[config.mk]
export PLATFORM = sky130hd
export DESIGN_NAME = muldiv_hilo
export DESIGN_NICKNAME = d
export VERILOG_FILES = /design/src/rtl/muldiv_pkg.sv /design/src/rtl/md_operand_prep.sv /design/src/rtl/md_mul_iter.sv /design/src/rtl/md_div_iter.sv /design/src/rtl/muldiv_hilo.sv
export SDC_FILE = /design/constraint.sdc
export NUM_CORES = 1
export LEC_CHECK = 0
export BUFFER_PORTS_ARGS = -buffer_cell sky130_fd_sc_hd__buf_2
export CAP_MARGIN = 20
export CORE_MARGIN = 1
export CORE_UTILIZATION = 64
export CTS_BUF_LIST = sky130_fd_sc_hd__clkbuf_8
export DETAILED_ROUTE_END_ITERATION = 8
export PLACE_DENSITY = 0.83
export SLEW_MARGIN = 10
export SYNTH_ARGS = -nofsm -noshare
export SYNTH_HDL_FRONTEND = slang
export SYNTH_SLANG_ARGS = --single-unit
[constraint.sdc]
create_clock -name clk -period 4.5 [get_ports clk]
set_input_delay 0.9 -clock clk [delete_from_list [all_inputs] [get_ports clk]]
set_output_delay 0.9 -clock clk [all_outputs]
set_load 0.02 [all_outputs]
[src/rtl/muldiv_pkg.sv]
// Package: shared command and state encodings for the multiply/divide unit.
// Assumes: bit 1 of a command selects divide, bit 0 selects signed.
package muldiv_pkg;

    typedef enum logic [1:0] {
        OP_MULU = 2'b00,
        OP_MULS = 2'b01,
        OP_DIVU = 2'b10,
        OP_DIVS = 2'b11
    } md_op_e;

    typedef enum logic [1:0] {
        ST_IDLE  = 2'b00,
        ST_SETUP = 2'b01,
        ST_ITER  = 2'b10,
        ST_WRITE = 2'b11
    } md_state_e;

endpackage

[src/rtl/md_operand_prep.sv]
// Module: md_operand_prep
// Converts one operand to magnitude form and reports its sign.
// Assumes: for unsigned commands the value passes through unchanged; the
// most negative signed value maps to 2**(W-1), which still fits in W bits.
module md_operand_prep #(
    parameter int W = 32
) (
    input  logic [W-1:0] val,
    input  logic         signed_en,
    output logic [W-1:0] mag,
    output logic         neg
);

    // Sign detection and conditional two's-complement negation.
    always_comb begin
        neg = signed_en & val[W-1];
        mag = neg ? (~val + {{(W-1){1'b0}}, 1'b1}) : val;
    end

endmodule

[src/rtl/md_mul_iter.sv]
// Module: md_mul_iter
// Shift-add unsigned multiplier: one multiplier bit per step, W steps.
// Assumes: load and step are never asserted together; the product is
// valid after exactly W steps following a load.
module md_mul_iter #(
    parameter int W = 32
) (
    input  logic           clk,
    input  logic           rst_n,
    input  logic           load,
    input  logic           step,
    input  logic [W-1:0]   mcand_in,
    input  logic [W-1:0]   mplier_in,
    output logic [2*W-1:0] product
);

    logic [W-1:0]   mcand_q;
    logic [2*W-1:0] acc_q;
    logic [W:0]     upper_sum;

    // Conditional add of the multiplicand into the upper half, with carry.
    always_comb begin
        upper_sum = {1'b0, acc_q[2*W-1:W]};
        if (acc_q[0]) begin
            upper_sum = {1'b0, acc_q[2*W-1:W]} + {1'b0, mcand_q};
        end
    end

    // Accumulator: load the multiplier low, then shift right once per step.
    always_ff @(posedge clk) begin
        if (!rst_n) begin
            mcand_q <= '0;
            acc_q   <= '0;
        end else if (load) begin
            mcand_q <= mcand_in;
            acc_q   <= {{W{1'b0}}, mplier_in};
        end else if (step) begin
            acc_q   <= {upper_sum, acc_q[W-1:1]};
        end
    end

    assign product = acc_q;

    // Guard: the controller must never ask for a load and a step at once.
    p_no_load_step_r6: assert property (@(posedge clk) disable iff (!rst_n)
        !(load && step));

    // a loaded zero multiplier keeps the upper half at zero on the first step.
    p_zero_mplier_r1: assert property (@(posedge clk) disable iff (!rst_n)
        (load && mplier_in == '0) |=> (acc_q == '0));

endmodule

[src/rtl/md_div_iter.sv]
// Module: md_div_iter
// Restoring unsigned divider: one quotient bit per step, W steps.
// Assumes: load and step are exclusive. A zero divisor needs no special
// case: every trial subtract succeeds, so the quotient becomes all ones
// and the remainder ends equal to the dividend.
module md_div_iter #(
    parameter int W = 32
) (
    input  logic         clk,
    input  logic         rst_n,
    input  logic         load,
    input  logic         step,
    input  logic [W-1:0] dividend_in,
    input  logic [W-1:0] divisor_in,
    output logic [W-1:0] quotient,
    output logic [W-1:0] remainder
);

    logic [W-1:0] dvsr_q;
    logic [W-1:0] quo_q;
    logic [W:0]   rem_q;
    logic [W:0]   shifted;
    logic [W+1:0] trial;

    // Trial subtraction of the divisor from the shifted partial remainder.
    always_comb begin
        shifted = {rem_q[W-1:0], quo_q[W-1]};
        trial   = {1'b0, shifted} - {2'b00, dvsr_q};
    end

    // Partial remainder and quotient registers; restore when the trial borrows.
    always_ff @(posedge clk) begin
        if (!rst_n) begin
            dvsr_q <= '0;
            quo_q  <= '0;
            rem_q  <= '0;
        end else if (load) begin
            dvsr_q <= divisor_in;
            quo_q  <= dividend_in;
            rem_q  <= '0;
        end else if (step) begin
            if (!trial[W+1]) begin
                rem_q <= trial[W:0];
                quo_q <= {quo_q[W-2:0], 1'b1};
            end else begin
                rem_q <= shifted;
                quo_q <= {quo_q[W-2:0], 1'b0};
            end
        end
    end

    assign quotient  = quo_q;
    assign remainder = rem_q[W-1:0];

    // the partial remainder never reaches the divisor after a step.
    p_rem_below_dvsr_r3: assert property (@(posedge clk) disable iff (!rst_n)
        ($past(step) && dvsr_q != '0) |-> (rem_q < {1'b0, dvsr_q}));

    // with a zero divisor every step shifts in a one.
    p_zero_dvsr_ones_r5: assert property (@(posedge clk) disable iff (!rst_n)
        (step && dvsr_q == '0) |=> quo_q[0]);

endmodule

[src/rtl/muldiv_hilo.sv]
// Module: muldiv_hilo (top)
// Iterative multiply/divide unit with a HI/LO result pair and a read port.
// Sequence: accept -> setup (magnitudes into the core) -> W iterations ->
// write-back (sign fix, HI/LO update) -> idle. busy covers W+2 cycles.
// Assumes: a requester holds a read while stall is high; commands arriving
// while busy are dropped.
module muldiv_hilo #(
    parameter int WIDTH = 32
) (
    input  logic             clk,
    input  logic             rst_n,
    input  logic             cmd_valid,
    input  logic [1:0]       cmd_op,
    input  logic [WIDTH-1:0] cmd_a,
    input  logic [WIDTH-1:0] cmd_b,
    input  logic             rd_req,
    input  logic             rd_sel,
    output logic [WIDTH-1:0] rd_data,
    output logic             busy,
    output logic             stall
);
    import muldiv_pkg::*;

    localparam int CW   = $clog2(WIDTH + 1);
    localparam int RW   = $clog2(WIDTH + 3) + 1;
    localparam int NOPS = 2;

    md_state_e        state_q;
    md_op_e           op_q;
    logic [WIDTH-1:0] a_q, b_q;
    logic [CW-1:0]    cnt_q;
    logic [WIDTH-1:0] hi_q, lo_q;

    logic             is_div, is_signed, b_zero;
    logic [WIDTH-1:0] opnd_val [NOPS];
    logic [WIDTH-1:0] opnd_mag [NOPS];
    logic             opnd_neg [NOPS];
    logic             core_load, core_step;
    logic [2*WIDTH-1:0] product, prod_fix;
    logic [WIDTH-1:0] quo, rem, quo_fix, rem_fix;
    logic [WIDTH-1:0] hi_next, lo_next;

    assign is_div    = op_q[1];
    assign is_signed = op_q[0];
    assign b_zero    = (b_q == '0);
    assign opnd_val[0] = a_q;
    assign opnd_val[1] = b_q;

    // One magnitude/sign converter per operand.
    for (genvar gi = 0; gi < NOPS; gi++) begin : g_prep
        md_operand_prep #(.W(WIDTH)) u_prep (
            .val       (opnd_val[gi]),
            .signed_en (is_signed),
            .mag       (opnd_mag[gi]),
            .neg       (opnd_neg[gi])
        );
    end

    assign core_load = (state_q == ST_SETUP);
    assign core_step = (state_q == ST_ITER);

    md_mul_iter #(.W(WIDTH)) u_mul (
        .clk       (clk),
        .rst_n     (rst_n),
        .load      (core_load & ~is_div),
        .step      (core_step & ~is_div),
        .mcand_in  (opnd_mag[0]),
        .mplier_in (opnd_mag[1]),
        .product   (product)
    );

    md_div_iter #(.W(WIDTH)) u_div (
        .clk         (clk),
        .rst_n       (rst_n),
        .load        (core_load & is_div),
        .step        (core_step & is_div),
        .dividend_in (opnd_mag[0]),
        .divisor_in  (opnd_mag[1]),
        .quotient    (quo),
        .remainder   (rem)
    );

    // Sign correction and choice of the value pair written into HI/LO.
    always_comb begin
        prod_fix = (opnd_neg[0] ^ opnd_neg[1]) ? (~product + 1'b1) : product;
        quo_fix  = (opnd_neg[0] ^ opnd_neg[1]) ? (~quo + 1'b1) : quo;
        rem_fix  = opnd_neg[0] ? (~rem + 1'b1) : rem;
        if (!is_div) begin
            hi_next = prod_fix[2*WIDTH-1:WIDTH];
            lo_next = prod_fix[WIDTH-1:0];
        end else if (b_zero) begin
            hi_next = a_q;
            lo_next = '1;
        end else begin
            hi_next = rem_fix;
            lo_next = quo_fix;
        end
    end

    // Sequencer: accept, setup, iterate WIDTH times, write back.
    always_ff @(posedge clk) begin
        if (!rst_n) begin
            state_q <= ST_IDLE;
            op_q    <= OP_MULU;
            a_q     <= '0;
            b_q     <= '0;
            cnt_q   <= '0;
        end else begin
            case (state_q)
                ST_IDLE: begin
                    if (cmd_valid) begin
                        op_q    <= md_op_e'(cmd_op);
                        a_q     <= cmd_a;
                        b_q     <= cmd_b;
                        state_q <= ST_SETUP;
                    end
                end
                ST_SETUP: begin
                    cnt_q   <= '0;
                    state_q <= ST_ITER;
                end
                ST_ITER: begin
                    cnt_q <= cnt_q + 1'b1;
                    if (cnt_q == CW'(WIDTH - 1)) begin
                        state_q <= ST_WRITE;
                    end
                end
                default: begin
                    state_q <= ST_IDLE;
                end
            endcase
        end
    end

    // HI/LO pair: cleared by reset, written only in the write-back cycle.
    always_ff @(posedge clk) begin
        if (!rst_n) begin
            hi_q <= '0;
            lo_q <= '0;
        end else if (state_q == ST_WRITE) begin
            hi_q <= hi_next;
            lo_q <= lo_next;
        end
    end

    // Read port and handshake outputs.
    assign busy    = (state_q != ST_IDLE);
    assign stall   = rd_req & busy;
    assign rd_data = rd_sel ? hi_q : lo_q;

    // Run-length counter used only by the latency assertion.
    logic [RW-1:0] busy_run;
    always_ff @(posedge clk) begin
        if (!rst_n) begin
            busy_run <= '0;
        end else begin
            busy_run <= busy ? busy_run + 1'b1 : '0;
        end
    end

    p_busy_after_accept_r6: assert property (@(posedge clk) disable iff (!rst_n)
        (cmd_valid && !busy) |=> busy);

    p_busy_length_r6: assert property (@(posedge clk) disable iff (!rst_n)
        $fell(busy) |-> (busy_run == RW'(WIDTH + 2)));

    p_ignore_when_busy_r7: assert property (@(posedge clk) disable iff (!rst_n)
        (busy && cmd_valid) |=> ($stable(op_q) && $stable(a_q) && $stable(b_q)));

    p_hilo_held_r8: assert property (@(posedge clk) disable iff (!rst_n)
        (busy && $past(busy)) |-> ($stable(hi_q) && $stable(lo_q)));

    p_no_stall_idle_r9: assert property (@(posedge clk) disable iff (!rst_n)
        !busy |-> !stall);

    p_div_zero_lo_r5: assert property (@(posedge clk) disable iff (!rst_n)
        (state_q == ST_WRITE && is_div && b_zero) |=> (lo_q == '1 && hi_q == $past(a_q)));

endmodule

==> results.md, run 1 <==
* Hold Path Origin: hi_q[26]
* Crit-path cells: ha_1 -> nand3_1 -> a211oi_1 -> o21ai_1 -> a2111oi_0 -> o2111ai_1 -> a21oi_1 -> o32ai_4 -> buf_4 -> a211o_1 -> a311oi_1
* Syn Area/Cell at 7.72 µm²
* CTS tree: yes
* CP startpoint: u_div.rem_q[9]
* Total track usage at 40.7%
* Family with the most delay on the worst path: compound AO/OA/AOI/OAI gates
* Die width at 184 µm
* Core ar. at 32500 µm²
* Antenna viol nets, final at 0
* Post-route minimum period at 4080 ps
* Antenna diode instance count at 0
* Overall Power at 14.0 mW
* Worst Path Buf+Inv at 1
* Die area at 33700 µm²
* #FFs+latches synth at 330
* Critical path depth at 11
* Post-synth EDFFs at 0
* Ranking of synthesized cells by area: dfxtp_1 31%, a21oi_1 6.8%, nand2_1 6.1%, xnor2_1 5.6%, nor2_1 4.9%
* Setup_tns at 0 ps
* Core Util, Final at 71.1%
* Critical Path AT at 4640 ps
* Largest fanout on the critical path at 53
* # Max-Cap Violations at 0
* Status: complete, no violations
* Vias at 21331
* Most frequent cells in the layout: 340 x nand2_1, 329 x dfxtp_1, 286 x a21oi_1, 274 x nor2_1, 134 x xnor2_1
* Final setup fails at 0
* Synth unique cells at 86
* Initial DRT Pass Iterations at 9
* Drc violations at 0
* Initial antenna violation count at 0
* P_leak at 9.19 nW
* Wirelength per Cell at 21.5 µm
* Number of global-route vias before repair at 19634
* Top FF cell, synth: dfxtp_1
* Critical-path top delay cell: a2111oi_0
* Mapped Cells at 2733
* Clk sinks at 330
* Layout overhead on the synthesized area at 9.37%
* Max VDD drop at 0.000523 V
* CTS Buf Count at 56
* Commonest non-fill, non-tap cell in the layout: nand2_1
* Largest net degree at the start of global routing at 102
* Synth area leader: dfxtp_1
* Iter 0 DRT Violations at 2944
* FP Rows at 66
* PostCTS Resize Cnt at 0
* Nets at 2889
* Slew headroom at 23.4%
* Final Skew at 43.9 ps
* Syn Nets at 2881
* Share of the synthesized area in the top cell type at 31.3%
* Clock latency on the worst-skew pair at 670 ps
* Critical Path RT at 5060 ps
* Share of async-settable or async-resettable flops after synthesis at 0%
* Hold Vio Cnt, Final at 0
* Fin. max-slew vios at 0
* Reg2Reg Depth at 11
* I/O Buffers at 104
* WHS Path Cells at 2
* YS warnings at 0
* Detailed Place HPWL at 49900 µm
* CTS root buf: clkbuf_8
* Global route overflow at 0
* Worst min path class: reg -> reg
* # hold bufs at CTS at 0
* RD Place Congestion at 1.06
* Post-synthesis sequential area ratio at 31.3%
* Fmax at 245 MHz
* IO Count at 105
* Post-CTS Repair Setup Buffers at 0
* Worst R2R Start: u_div.rem_q[9]
* Fraction of layout instances using a drive strength above 1 at 11.6%
* Slowest cell delay on critical path at 1010 ps
* RSZ-0062 raised after global routing: no
* Worst setup SP type: register
* Worst setup EP type: register
* Routed vias/inst at 6.60
* Period utilization at 90.7%
* Initial Util at 65.0%
* Die height at 184 µm
* Post-Synthesis Cell Area at 21100 µm²
* CP Class: reg -> reg
* Slew of the pin with the lowest slew margin at 1120 ps
* Routed wire length at 69600 µm
* H-tree depth at 2
* Clock transition at path regs at 60 ps
* Clock Path Buffers at 3
* Pwr Density at 609 nW/µm²
* First-pass GRT wire length at 108000 µm
## stage by stage
stage / hold slack, ps / std cells / cell area (µm²) / setup WS [ps]
after floorplan: 417 / 2733 / 21100 / 1270
after global placement: 431 / 3119 / 21700 / 775
after detailed placement: 430 / 3120 / 21800 / 669
after CTS: 441 / 3225 / 23000 / 607
after global routing: 460 / 3230 / 23100 / 245
final: 443 / 3230 / 23100 / 417
## tightest hold or removal path: cells and delay by family, from the launching register on
family	cells	cell delay, ps
simple gates	2	90
flops	1	310
## flip-flops by register name, indices dropped and copies added, names as in the netlist
name	cells
u_mul.product	64
a_q	32
b_q	32
hi_q	32
lo_q	32
u_div.dvsr_q	32
u_div.quotient	32
u_div.rem_q	32
u_mul.mcand_q	32
cnt_q	6
op_q	2
state_q	2
## worst paths after layout
path	endpoint	slack, ps
worst min-delay path	hi_q[26]	440
worst max register to register	u_div.rem_q[3]	420
worst min register to register	hi_q[26]	440
worst max-delay path	u_div.rem_q[3]	420
## report_power, final
| group | internal [mW] | switching (mW) |
|---|---|---|
| Sequential | 3.45 | 0.780 |
| Clock | 1.62 | 1.31 |
| Combinational | 2.50 | 4.39 |
| Total | 7.57 | 6.48 |
## final cells by class
type	instances	area, µm²
multi-input combinational	2136	13500
fill	2688	9380
sequential	330	6610
timing repair buffer	147	923
clock buffer	66	908
tap	442	553
clock inverter	39	297
inverter	70	268
## metal layers
metal | part of all wire, % | global-route usage [%] | wire length, µm
met1 | 41 | 55.1 | 28600
met2 | 41 | 58.4 | 28700
met3 | 11 | 9.09 | 7790
met4 | 6.4 | 25.9 | 4440
met5 | 0 | 0 | 0
## synthesized netlist by cell type (all sizes together), types with 36 or more instances
| master | count |
|---|---|
| xnor2 | 134 |
| dfxtp | 330 |
| ha | 75 |
| inv | 69 |
| nor3 | 51 |
| a21o | 39 |
| o21ai | 157 |
| mux2i | 39 |
| o221ai | 36 |
| a21oi | 287 |
| clkbuf | 165 |
| nor2 | 277 |
| xor2 | 99 |
| nand2 | 341 |
| and3 | 44 |
| a211oi | 122 |
## logic make-up (layout without fill, tap and decap cells)
group | after synthesis | after routing | share of synthesized area [%]
simple gates | 897 | 897 | 19.7
xor+xnor | 233 | 233 | 9.67
buf+inv | 267 | 322 | 4.84
compound gates | 857 | 857 | 26.2
flops | 330 | 330 | 31.3
mux | 72 | 72 | 3.61
fa+ha+maj | 77 | 77 | 4.64
(Power assumes the default switching activity.)
==> run 2, diff against run 1 <==
CTS_CLUSTER_DIAMETER = 30   (was not set)
RECOVER_POWER = 50   (was not set)
==> results.md, run 2 (synthesis gave the netlist of run 1 again) <==
* Status: complete, but fails checks
* Failing checks: capacitance limit, slew limit
* Critical Path RT at 4980 ps
* CTS Buf Count at 77
* Met1 GRT Util at 54.4%
* Routed vias/inst at 6.55
* GR Util met3 at 11.2%
* Antenna diode instance count at 0
* Finished Cell Area at 23700 µm²
* Overall Power at 15.4 mW
* Clk sinks at 330
* GR Layer Usage met2 at 59.9%
* Commonest non-fill, non-tap cell in the layout: nand2_1
* First-pass GRT wire length at 110000 µm
* Fin. max-slew vios at 237
* Global routing's busiest layer: met2
* Global route overflow at 0
* Final Skew at 43.8 ps
* Fraction of layout instances using a drive strength above 1 at 12.9%
* Worst min path class: reg -> reg
* Post-CTS Repair Setup Buffers at 0
* CP Class: reg -> reg
* Clock transition at path regs at 60 ps
* Core Util, Final at 73.2%
* Worst setup SP type: register
* Initial antenna violation count at 3
* # Max-Cap Violations at 5
* Drc violations at 0
* Clock latency on the worst-skew pair at 650 ps
* FP Rows at 66
* Initial DRT Pass Iterations at 6
* Core ar. at 32500 µm²
* Largest fanout on the critical path at 62
* P_leak at 9.44 nW
* Max VDD drop at 0.000611 V
* Largest net degree at the start of global routing at 102
* Die height at 184 µm
* Routed wire length at 70400 µm
* Most frequent cells in the layout: 340 x nand2_1, 330 x dfxtp_1, 286 x a21oi_1, 274 x nor2_1, 134 x xnor2_1
* # hold bufs at CTS at 0
* Total track usage at 41.4%
* Initial Util at 65.0%
* Detailed Place HPWL at 49900 µm
* Fmax at 240 MHz
* Post-route minimum period at 4170 ps
* RD Place Congestion at 1.06
* IO Count at 105
* CTS root buf: clkbuf_8
* Layout overhead on the synthesized area at 12.6%
* Antenna viol nets, final at 0
* Number of global-route vias before repair at 20017
* Hold Vio Cnt, Final at 0
* Vias at 21383
* I/O Buffers at 104
* Critical Path AT at 4660 ps
* Final setup fails at 0
* Period utilization at 92.7%
* FILL cells at 2607
* Setup_tns at 0 ps
* Worst setup EP type: register
* Nets at 2910
* Post-DP Area at 21800 µm²
* Reg2Reg Setup Slack at 330 ps
* Die area at 33700 µm²
* CTS tree: yes
* RSZ-0062 raised after global routing: no
* Clock Path Buffers at 3
* Register Area at 6610 µm²
* Iter 0 DRT Violations at 2830
* Pwr Density at 649 nW/µm²
* Slew headroom at -37.4%
* PostCTS Resize Cnt at 0
* Max FFs per register at 64
* Slew of the pin with the lowest slew margin at 2060 ps
* Multi-input gate area at 13500 µm²
* Die width at 184 µm
* H-tree depth at 3
* Wirelength per Cell at 21.6 µm
## run 2: path summary, 6_finish.rpt
check / startpoint / endpoint / depth (start not counted)
min: hi_q[26] / hi_q[26] / 2
max reg2reg: op_q[1] / u_div.dvsr_q[24] / 4
min reg2reg: hi_q[26] / hi_q[26] / 2
max: op_q[1] / u_div.dvsr_q[24] / 4
## run 2: critical path, stage by stage (launching register included)
cell and delay, ps:
dfxtp_1 1380, and2_0 1470, buf_4 740, nor2_1 130, a211oi_1 260
## run 2: metal layers
| layer | wire [µm] | share of wire [%] |
|---|---|---|
| met4 | 4240 | 6.0 |
| met1 | 28500 | 40 |
| met3 | 8450 | 12 |
| met5 | 26 | 0.037 |
| met2 | 29200 | 42 |
## run 2: final cells by class
cell class / count / share of cell area [%]
Inverter: 70 / 1.11
Clock buffer: 96 / 5.56
Timing Repair Buffer: 147 / 3.78
Multi-Input combinational cell: 2136 / 56.9
Sequential cell: 330 / 27.8
Clock inverter: 44 / 2.54
Tap cell: 442 / 2.33
## run 2: power by group
group	switching, mW	leakage [nW]	internal (mW)	total [mW]
clock network	1.58	0.989	2.71	4.29
logic	4.41	5.77	2.48	6.89
registers	0.783	2.68	3.45	4.24
## run 2: metrics by stage
| stage | setup WS [ps] | cells | hold WS (ps) |
|---|---|---|---|
| global route | 141 | 3265 | 459 |
| CTS | 614 | 3260 | 440 |
| finish | 327 | 3265 | 442 |
| floorplan | 1270 | 2733 | 417 |
| detailed placement | 669 | 3120 | 430 |
| global placement | 775 | 3119 | 431 |
